## config.mk

```make
export PLATFORM = sky130hd
export DESIGN_NAME = con_rx_regs
export DESIGN_NICKNAME = d
export VERILOG_FILES = /design/src/rtl/con_rx_pkg.sv /design/src/rtl/con_rx_capture.sv /design/src/rtl/con_rx_state.sv /design/src/rtl/con_rx_rdmux.sv /design/src/rtl/con_rx_regs.sv
export SDC_FILE = /design/constraint.sdc
export NUM_CORES = 1
export LEC_CHECK = 0
export ABC_AREA = 1
export BUFFER_PORTS_ARGS = -buffer_cell sky130_fd_sc_hd__buf_2
export CAP_MARGIN = 10
export CELL_PAD_IN_SITES_DETAIL_PLACEMENT = 1
export CELL_PAD_IN_SITES_GLOBAL_PLACEMENT = 1
export CORE_MARGIN = 2
export CORE_UTILIZATION = 28
export CTS_BUF_LIST = sky130_fd_sc_hd__clkbuf_16
export DETAILED_ROUTE_END_ITERATION = 8
export PLACE_DENSITY = 0.81
export SYNTH_ARGS = -nofsm -noshare
export SYNTH_HDL_FRONTEND = slang
export SYNTH_SLANG_ARGS = --single-unit
```

## constraint.sdc

```tcl
create_clock -name clk_i -period 2.3 [get_ports clk_i]
set_input_delay 0.23 -clock clk_i [delete_from_list [all_inputs] [get_ports clk_i]]
set_output_delay 0.23 -clock clk_i [all_outputs]
set_load 0.02 [all_outputs]
```

## src/rtl/con_rx_pkg.sv

```systemverilog
package con_rx_pkg;
  localparam int DATA_W   = 16;
  localparam int CHAR_W   = 8;
  localparam int ERR_BIT  = 15;
  localparam int OVR_BIT  = 14;
  localparam int FRM_BIT  = 13;
  localparam int BRK_BIT  = 10;
  localparam int RDY_BIT  = 7;
  localparam int IE_BIT   = 6;
  localparam int HIGH_W   = DATA_W - CHAR_W;

  localparam logic [DATA_W-1:0] BRK_WORD =
    (DATA_W'(1) << ERR_BIT) | (DATA_W'(1) << FRM_BIT) | (DATA_W'(1) << BRK_BIT);
  localparam logic [DATA_W-1:0] OVR_WORD =
    (DATA_W'(1) << ERR_BIT) | (DATA_W'(1) << OVR_BIT);
  localparam logic [DATA_W-1:0] STATUS_MASK =
    (DATA_W'(1) << RDY_BIT) | (DATA_W'(1) << IE_BIT);

  typedef enum logic {
    SEL_STATUS = 1'b0,
    SEL_DATA   = 1'b1
  } reg_sel_e;
endpackage

```

## src/rtl/con_rx_capture.sv

```systemverilog
module con_rx_capture
  import con_rx_pkg::*;
#(
  parameter int CW = CHAR_W,
  parameter int DW = DATA_W
) (
  input  logic          brk_i,
  input  logic [CW-1:0] char_i,
  input  logic          mode_full_i,
  input  logic          rdy_i,
  input  logic          rd_data_i,
  output logic [DW-1:0] word_o
);
  localparam int PAD_W = DW - CW;

  logic [CW-1:0] char_m;
  logic          ovr;

  generate
    if (CW > 1) begin : g_mask
      assign char_m = mode_full_i ? char_i : {1'b0, char_i[CW-2:0]};
    end else begin : g_nomask
      assign char_m = mode_full_i ? char_i : '0;
    end
  endgenerate

  // overrun only if the old character is not being consumed this cycle
  assign ovr = rdy_i & ~rd_data_i;

  always_comb begin
    if (brk_i) word_o = BRK_WORD;
    else begin
      word_o = {{PAD_W{1'b0}}, char_m};
      if (ovr) word_o = word_o | OVR_WORD;
    end
  end
endmodule

```

## src/rtl/con_rx_state.sv

```systemverilog
module con_rx_state
  import con_rx_pkg::*;
#(
  parameter int DW = DATA_W,
  parameter int CW = CHAR_W
) (
  input  logic          clk_i,
  input  logic          rst_ni,
  input  logic          strobe_i,
  input  logic          brk_i,
  input  logic          halt_en_i,
  input  logic [DW-1:0] word_i,
  input  logic          st_wr_i,
  input  logic          st_ie_i,
  input  logic          dt_rd_i,
  output logic          rdy_o,
  output logic          ie_o,
  output logic [DW-1:0] buf_o,
  output logic          irq_o,
  output logic          halt_o
);
  logic          rdy_q, ie_q, irq_q, halt_q;
  logic [DW-1:0] buf_q;
  logic          rdy_n, ie_n;
  logic [DW-1:0] buf_n;

  always_comb begin
    ie_n  = st_wr_i ? st_ie_i : ie_q;
    rdy_n = rdy_q;
    buf_n = buf_q;
    if (strobe_i) begin
      rdy_n = 1'b1;
      buf_n = word_i;
    end else if (dt_rd_i) begin
      rdy_n = 1'b0;
      buf_n = {{(DW-CW){1'b0}}, buf_q[CW-1:0]};
    end
  end

  always_ff @(posedge clk_i or negedge rst_ni) begin
    if (!rst_ni) begin
      rdy_q  <= 1'b0;
      ie_q   <= 1'b0;
      irq_q  <= 1'b0;
      halt_q <= 1'b0;
      buf_q  <= '0;
    end else begin
      rdy_q  <= rdy_n;
      ie_q   <= ie_n;
      buf_q  <= buf_n;
      irq_q  <= rdy_n & ie_n;
      halt_q <= strobe_i & brk_i & halt_en_i;
    end
  end

  assign rdy_o  = rdy_q;
  assign ie_o   = ie_q;
  assign buf_o  = buf_q;
  assign irq_o  = irq_q;
  assign halt_o = halt_q;
endmodule

```

## src/rtl/con_rx_rdmux.sv

```systemverilog
module con_rx_rdmux
  import con_rx_pkg::*;
#(
  parameter int DW = DATA_W
) (
  input  logic          rd_i,
  input  logic          sel_i,
  input  logic          rdy_i,
  input  logic          ie_i,
  input  logic [DW-1:0] buf_i,
  output logic [DW-1:0] rdata_o
);
  logic [DW-1:0] status_w;

  always_comb begin
    status_w          = '0;
    status_w[RDY_BIT] = rdy_i;
    status_w[IE_BIT]  = ie_i;
  end

  always_comb begin
    if (!rd_i)                      rdata_o = '0;
    else if (sel_i == SEL_DATA)     rdata_o = buf_i;
    else                            rdata_o = status_w;
  end
endmodule

```

## src/rtl/con_rx_regs.sv

```systemverilog
module con_rx_regs
  import con_rx_pkg::*;
(
  input  logic              clk_i,
  input  logic              rst_ni,
  input  logic              rx_valid_i,
  input  logic [CHAR_W-1:0] rx_data_i,
  input  logic              rx_break_i,
  input  logic              mode_8b_i,
  input  logic              halt_en_i,
  input  logic              reg_sel_i,
  input  logic              reg_wr_i,
  input  logic              reg_rd_i,
  input  logic [DATA_W-1:0] reg_wdata_i,
  output logic [DATA_W-1:0] reg_rdata_o,
  output logic              irq_o,
  output logic              halt_o
);
  logic              st_wr, dt_rd;
  logic              rdy_w, ie_w;
  logic [DATA_W-1:0] buf_w, word_w;

  assign st_wr = reg_wr_i & (reg_sel_i == SEL_STATUS);
  assign dt_rd = reg_rd_i & (reg_sel_i == SEL_DATA);

  con_rx_capture #(.CW(CHAR_W), .DW(DATA_W)) u_cap (
    .brk_i       (rx_break_i),
    .char_i      (rx_data_i),
    .mode_full_i (mode_8b_i),
    .rdy_i       (rdy_w),
    .rd_data_i   (dt_rd),
    .word_o      (word_w)
  );

  con_rx_state #(.DW(DATA_W), .CW(CHAR_W)) u_st (
    .clk_i     (clk_i),
    .rst_ni    (rst_ni),
    .strobe_i  (rx_valid_i),
    .brk_i     (rx_break_i),
    .halt_en_i (halt_en_i),
    .word_i    (word_w),
    .st_wr_i   (st_wr),
    .st_ie_i   (reg_wdata_i[IE_BIT]),
    .dt_rd_i   (dt_rd),
    .rdy_o     (rdy_w),
    .ie_o      (ie_w),
    .buf_o     (buf_w),
    .irq_o     (irq_o),
    .halt_o    (halt_o)
  );

  con_rx_rdmux #(.DW(DATA_W)) u_mux (
    .rd_i    (reg_rd_i),
    .sel_i   (reg_sel_i),
    .rdy_i   (rdy_w),
    .ie_i    (ie_w),
    .buf_i   (buf_w),
    .rdata_o (reg_rdata_o)
  );
endmodule

```

---- Word level (Yosys, flattened, before mapping) ----
Cells that the tools add are included.
W data, S select, Z words.
storage, ports and cells
  memories kept ........................... 0
  input bits .............................. 33
  memory bits (writable) .................. 0
  register bits after elaboration ......... 20
  ROM bits ................................ 0
  bits in latches ......................... 0
operators by class
  eq/ne operators ......................... 0
  multipliers ............................. 0
  bitwise gates (word level) .............. 8
  shift operators ......................... 0
  div/mod/pow operators ................... 0
  reductions and logical operators ........ 1
  order comparisons ....................... 0
  multiplexer cells ....................... 10
  add/sub/neg operators ................... 0
operators with widths
  operator            count
  $mux W16            6
  $mux W8             1
  $and A1 B1 Y1       6
  $mux W1             3
  $not A1 Y1          2
  $reduce_bool A2 Y1  1

---- Logic depth before layout (Yosys ltp) ----
  word-level depth ........................ 6
  gate-level depth with buffers ........... 5

---- Modules after synthesis ----
Synthesis repeated with hierarchy kept, for this count alone.
unflattened totals
  cells, all modules ...................... 157
  area, all modules ....................... 1102.3 um2
modules (own cells, without submodules)
  module          area an instance (um2)  instances  seq. area each (um2)  cells an instance
  con_rx_state    758.2                   1          500.5                 84
  con_rx_rdmux    190.2                   1          0.0                   40
  con_rx_capture  138.9                   1          0.0                   29
  con_rx_regs     15.0                    1          0.0                   4

---- Worst setup path after synthesis ----
Ideal clock, no wire load.
  path type ............................... input to output
  start point ............................. in reg_rd_i
  end point ............................... out reg_rdata_o[13]
  arrival ................................. 0.977 ns
  stages .................................. 4
  required time ........................... 2.070 ns
  setup slack ............................. 1.093 ns
  cells stage by stage .................... nand2_2 -> buf_6 -> nor2_1 -> buf_4
between the ends
  cells in the longest elaborated chain, start to end .. 1
RTL lines
  what             RTL line            text
  start, declared  con_rx_regs.sv:13   input logic reg_rd_i,
  $mux W16         con_rx_rdmux.sv:22  if (!rd_i) rdata_o = '0;
  end, declared    con_rx_regs.sv:15   output logic [DATA_W-1:0] reg_rdata_o,
Every way passes these cells.

---- Worst setup path after layout ----
  start point ............................. reg u_st.rdy_q, in the netlist u_st.rdy_o
  end point ............................... out reg_rdata_o[7]
between the ends
  cells in the longest elaborated chain, start to end .. 2
RTL lines
  what                    RTL line            text
  start, declared         con_rx_state.sv:22  logic rdy_q, ie_q, irq_q, halt_q;
  start signal, assigned  con_rx_state.sv:48  rdy_q <= rdy_n;
  $mux W16                con_rx_rdmux.sv:23  else if (sel_i == SEL_DATA) rdata_o = buf_i;
  $mux W16                con_rx_rdmux.sv:22
Every way passes these cells.

==> results by group <==
Status
  • Status: complete, no violations

STA
  • Fmax: about 770 MHz
  • Final WS setup: around 1000 ps
  • Fin. max-slew vios: 0
  • Total negative slack: 0 ps
  • Final Critical Period: 1290 ps
  • Worst Skew: approximately 4.1 ps
  • Final Hold Vio Count: 0
  • Final setup viols: 0
  • Fin crit share: between 50 and 60%
  • RSZ-0062 raised after global routing: false
  • Hold slack: just under 200 ps

Setup path
  • WP data required: around 2100 ps
  • Path type of the worst setup path: reg -> out
  • Crit path arrival time: between 1000 and 1500 ps
  • Crit path max fanout: 4
  • CP Capture Type: output port
  • Critical path launch point type: flop

Routing
  • Final ANT Viol Nets: 0
  • Drt pass-1 iters: 2
  • WL final: 1870 um
  • Wire length per cell: about 12 um
  • DR iter-0 viols: 3
  • Remaining DRCs: 0
  • Via Count: about 680
  • Via density: 4.49

Power and ir drop
  • Leak Pwr: around 0.54 nW
  • Cell Pwr Density: between 700 and 800 mW/mm^2
  • Pwr Total: 0.753 mW
  • Gate power share: approximately 14%
  • Sequential power share: roughly two fifths
  • Internal: 0.555 mW
  • Net Switching: roughly 0.20 mW
  • Clock share of power: a little under half
  • Switching fraction of total power: approximately a quarter
  • Worst IR Drop VDD: between 0.3 and 0.4 mV

Clocking
  • CTS tree: built
  • TritonCTS Buffers: 3
  • Cts repair resizes: 0
  • H-tree levels: 1
  • Worst-skew pair later-pin latency: ~250 ps
  • Clock Sinks: 15
  • Clock root cell: clkbuf_16
  • Clock-pin slew on the worst setup and hold paths: roughly 50 ps
  • CTS Buffer Depth: 2

Place
  • Inst Count DP: roughly 150
  • Post-place setup slack: approximately 1100 ps
  • PortBufs: 31
  • Post-Place Cell Area: around 870 um^2
  • Placer Congestion: 0.687
  • Final HPWL DP: ~1300 um

Final layout
  • Non-Filler Instances: ~150
  • Util after Layout: about 40%
  • Layout cell share with drive strength beyond 1: 30.6%
  • Area Growth Syn to Fin: 31.8%
  • FILL cells: ~340
  • Post-layout net count: approximately 160
  • Design area: just under 0.001 mm^2
  • Antenna diode count: 0

GRT
  • Gr ovfl total: 0
  • Pin count of the biggest net entering global routing: 21
  • Gr usage total: between 10% and 20%
  • Met2 Use GR: between 20% and 30%
  • First-pass GRT wire length: between 2000 and 3000 um
  • Initial antenna violation count: 0
  • Number of global-route vias before repair: 688
  • GRT busiest layer: met2
  • Grt met3 use: under 10%
  • GR Util met1: 14.3%

Synthesis
  • Synth cell types: 14
  • Largest family of logic cells by synthesized area: simple AND/OR/NAND/NOR gates
  • Syn Inst Count: 90
  • Synthesized area per cell: ~8 um^2
  • XOR/XNOR share of the synthesized area: 0%
  • Sequential fraction of the synthesis area: between 50% and 60%
  • #FFs+latches synth: 15
  • Post-Synth Simple-Gate Area: 20.2%
  • Post-Syn Area: 731 um^2
  • Synthesized-area fraction occupied by adder cells: 0%
  • Proportion of synthesized area in mux cells: 0%
  • Synth Area in Compound Gates: 9.76%
  • Syn. warnings: 0

Floorplanning
  • IO Count: 51
  • Core footprint: 0.00248 mm^2
  • Die area: 0.00303 mm^2
  • Die X: ~55 um
  • FP Rows: 18
  • Die H: 55.1 um
  • Initial Utilization: approximately 30%

Job
  • Max-Cap Viols: 0

Min path
  • HP Class: in -> reg
## cell usage after synthesis
master / instances / area (um^2)
inv_1: 19 / 71.3
dfrtp_1: 15 / 375
nand3_1: 12 / 60.1
nor2_1: 11 / 41.3
o21ai_0: 10 / 50.1
nand2_1: 8 / 30.0
buf_4: 6 / 45.0
a21oi_1: 3 / 15.0
buf_2: 1 / 5.00
buf_6: 1 / 11.3
conb_1: 1 / 3.75
nand2_2: 1 / 6.26
nand3_2: 1 / 10.0
o22ai_1: 1 / 6.26
## worst max-delay path, stage by stage, from the launching register on
cell and delay, ps:
dfrtp_1 390, o21ai_0 90, a21oi_1 140, buf_2 190
## area by class of cell
type	count	area (um^2)	area share [%]
repair buffers	32	165	17.1
clock buffers	3	75.1	7.79
multi-input cells	51	234	24.3
clock inverters	1	5.00	0.519
flip-flops and latches	15	375	39.0
well taps	30	37.5	3.90
inverters	19	71.3	7.40
## state kept, by name (all words and copies together) (netlist names)
signal,cells
u_st.irq_o,1
u_st.rdy_o,1
u_st.buf_o,11
u_st.ie_o,1
u_st.halt_o,1
## power groups by stage
stage          Clock, mW  Sequential, mW  Combinational [mW]
6_report           0.351           0.295               0.107
5_1_grt            0.365           0.297               0.123
4_1_cts            0.352           0.296               0.110
3_5_place_dp           0           0.300               0.107
3_3_place_gp           0           0.299               0.102
2_1_floorplan          0           0.302              0.0686
## cells by family after synthesis
family	count (synthesis)
other	1
and+or+nand+nor	33
DFF	15
AOI/OAI and AO/OA	14
buffers and inverters	27
## per-layer routing
metal | wire length, um | vias to the layer above
li1 | - | 329
met1 | 835 | 317
met2 | 887 | 29
met3 | 113 | 3
met4 | 28 | 0
met5 | 0 | -
## path summary, 6_finish.rpt
check / startpoint / end / slack [ps] / cells after the start
worst min-delay path: halt_en_i / u_st.halt_o / 200 / 3
worst min register to register: u_st.buf_o[14] / u_st.buf_o[14] / 520 / 2
min in group asynchronous: rst_ni / u_st.buf_o[3] / 410 / 2
worst max-delay path: u_st.rdy_o / reg_rdata_o[7] / 1010 / 3
worst max register to register: u_st.rdy_o / u_st.irq_o / 1520 / 2
max in group asynchronous: rst_ni / u_st.buf_o[6] / 1630 / 2
## cell usage in the layout (no fill, tap or decap), drive strengths merged
cell type,n
buf,31
inv,19
dfrtp,15
nand3,13
nor2,11
o21ai,10
nand2,9
conb,4
a21oi,3
clkbuf,3
o22ai,1
clkinv,1
dlygate4sd3,1
## what timing repair did
action / CTS / global route
endpoints found under the hold margin: 15 / 0
hold buffers: 1 / 0
buffers inserted: 0 / 0
Power figures use the tool's default switching activity.
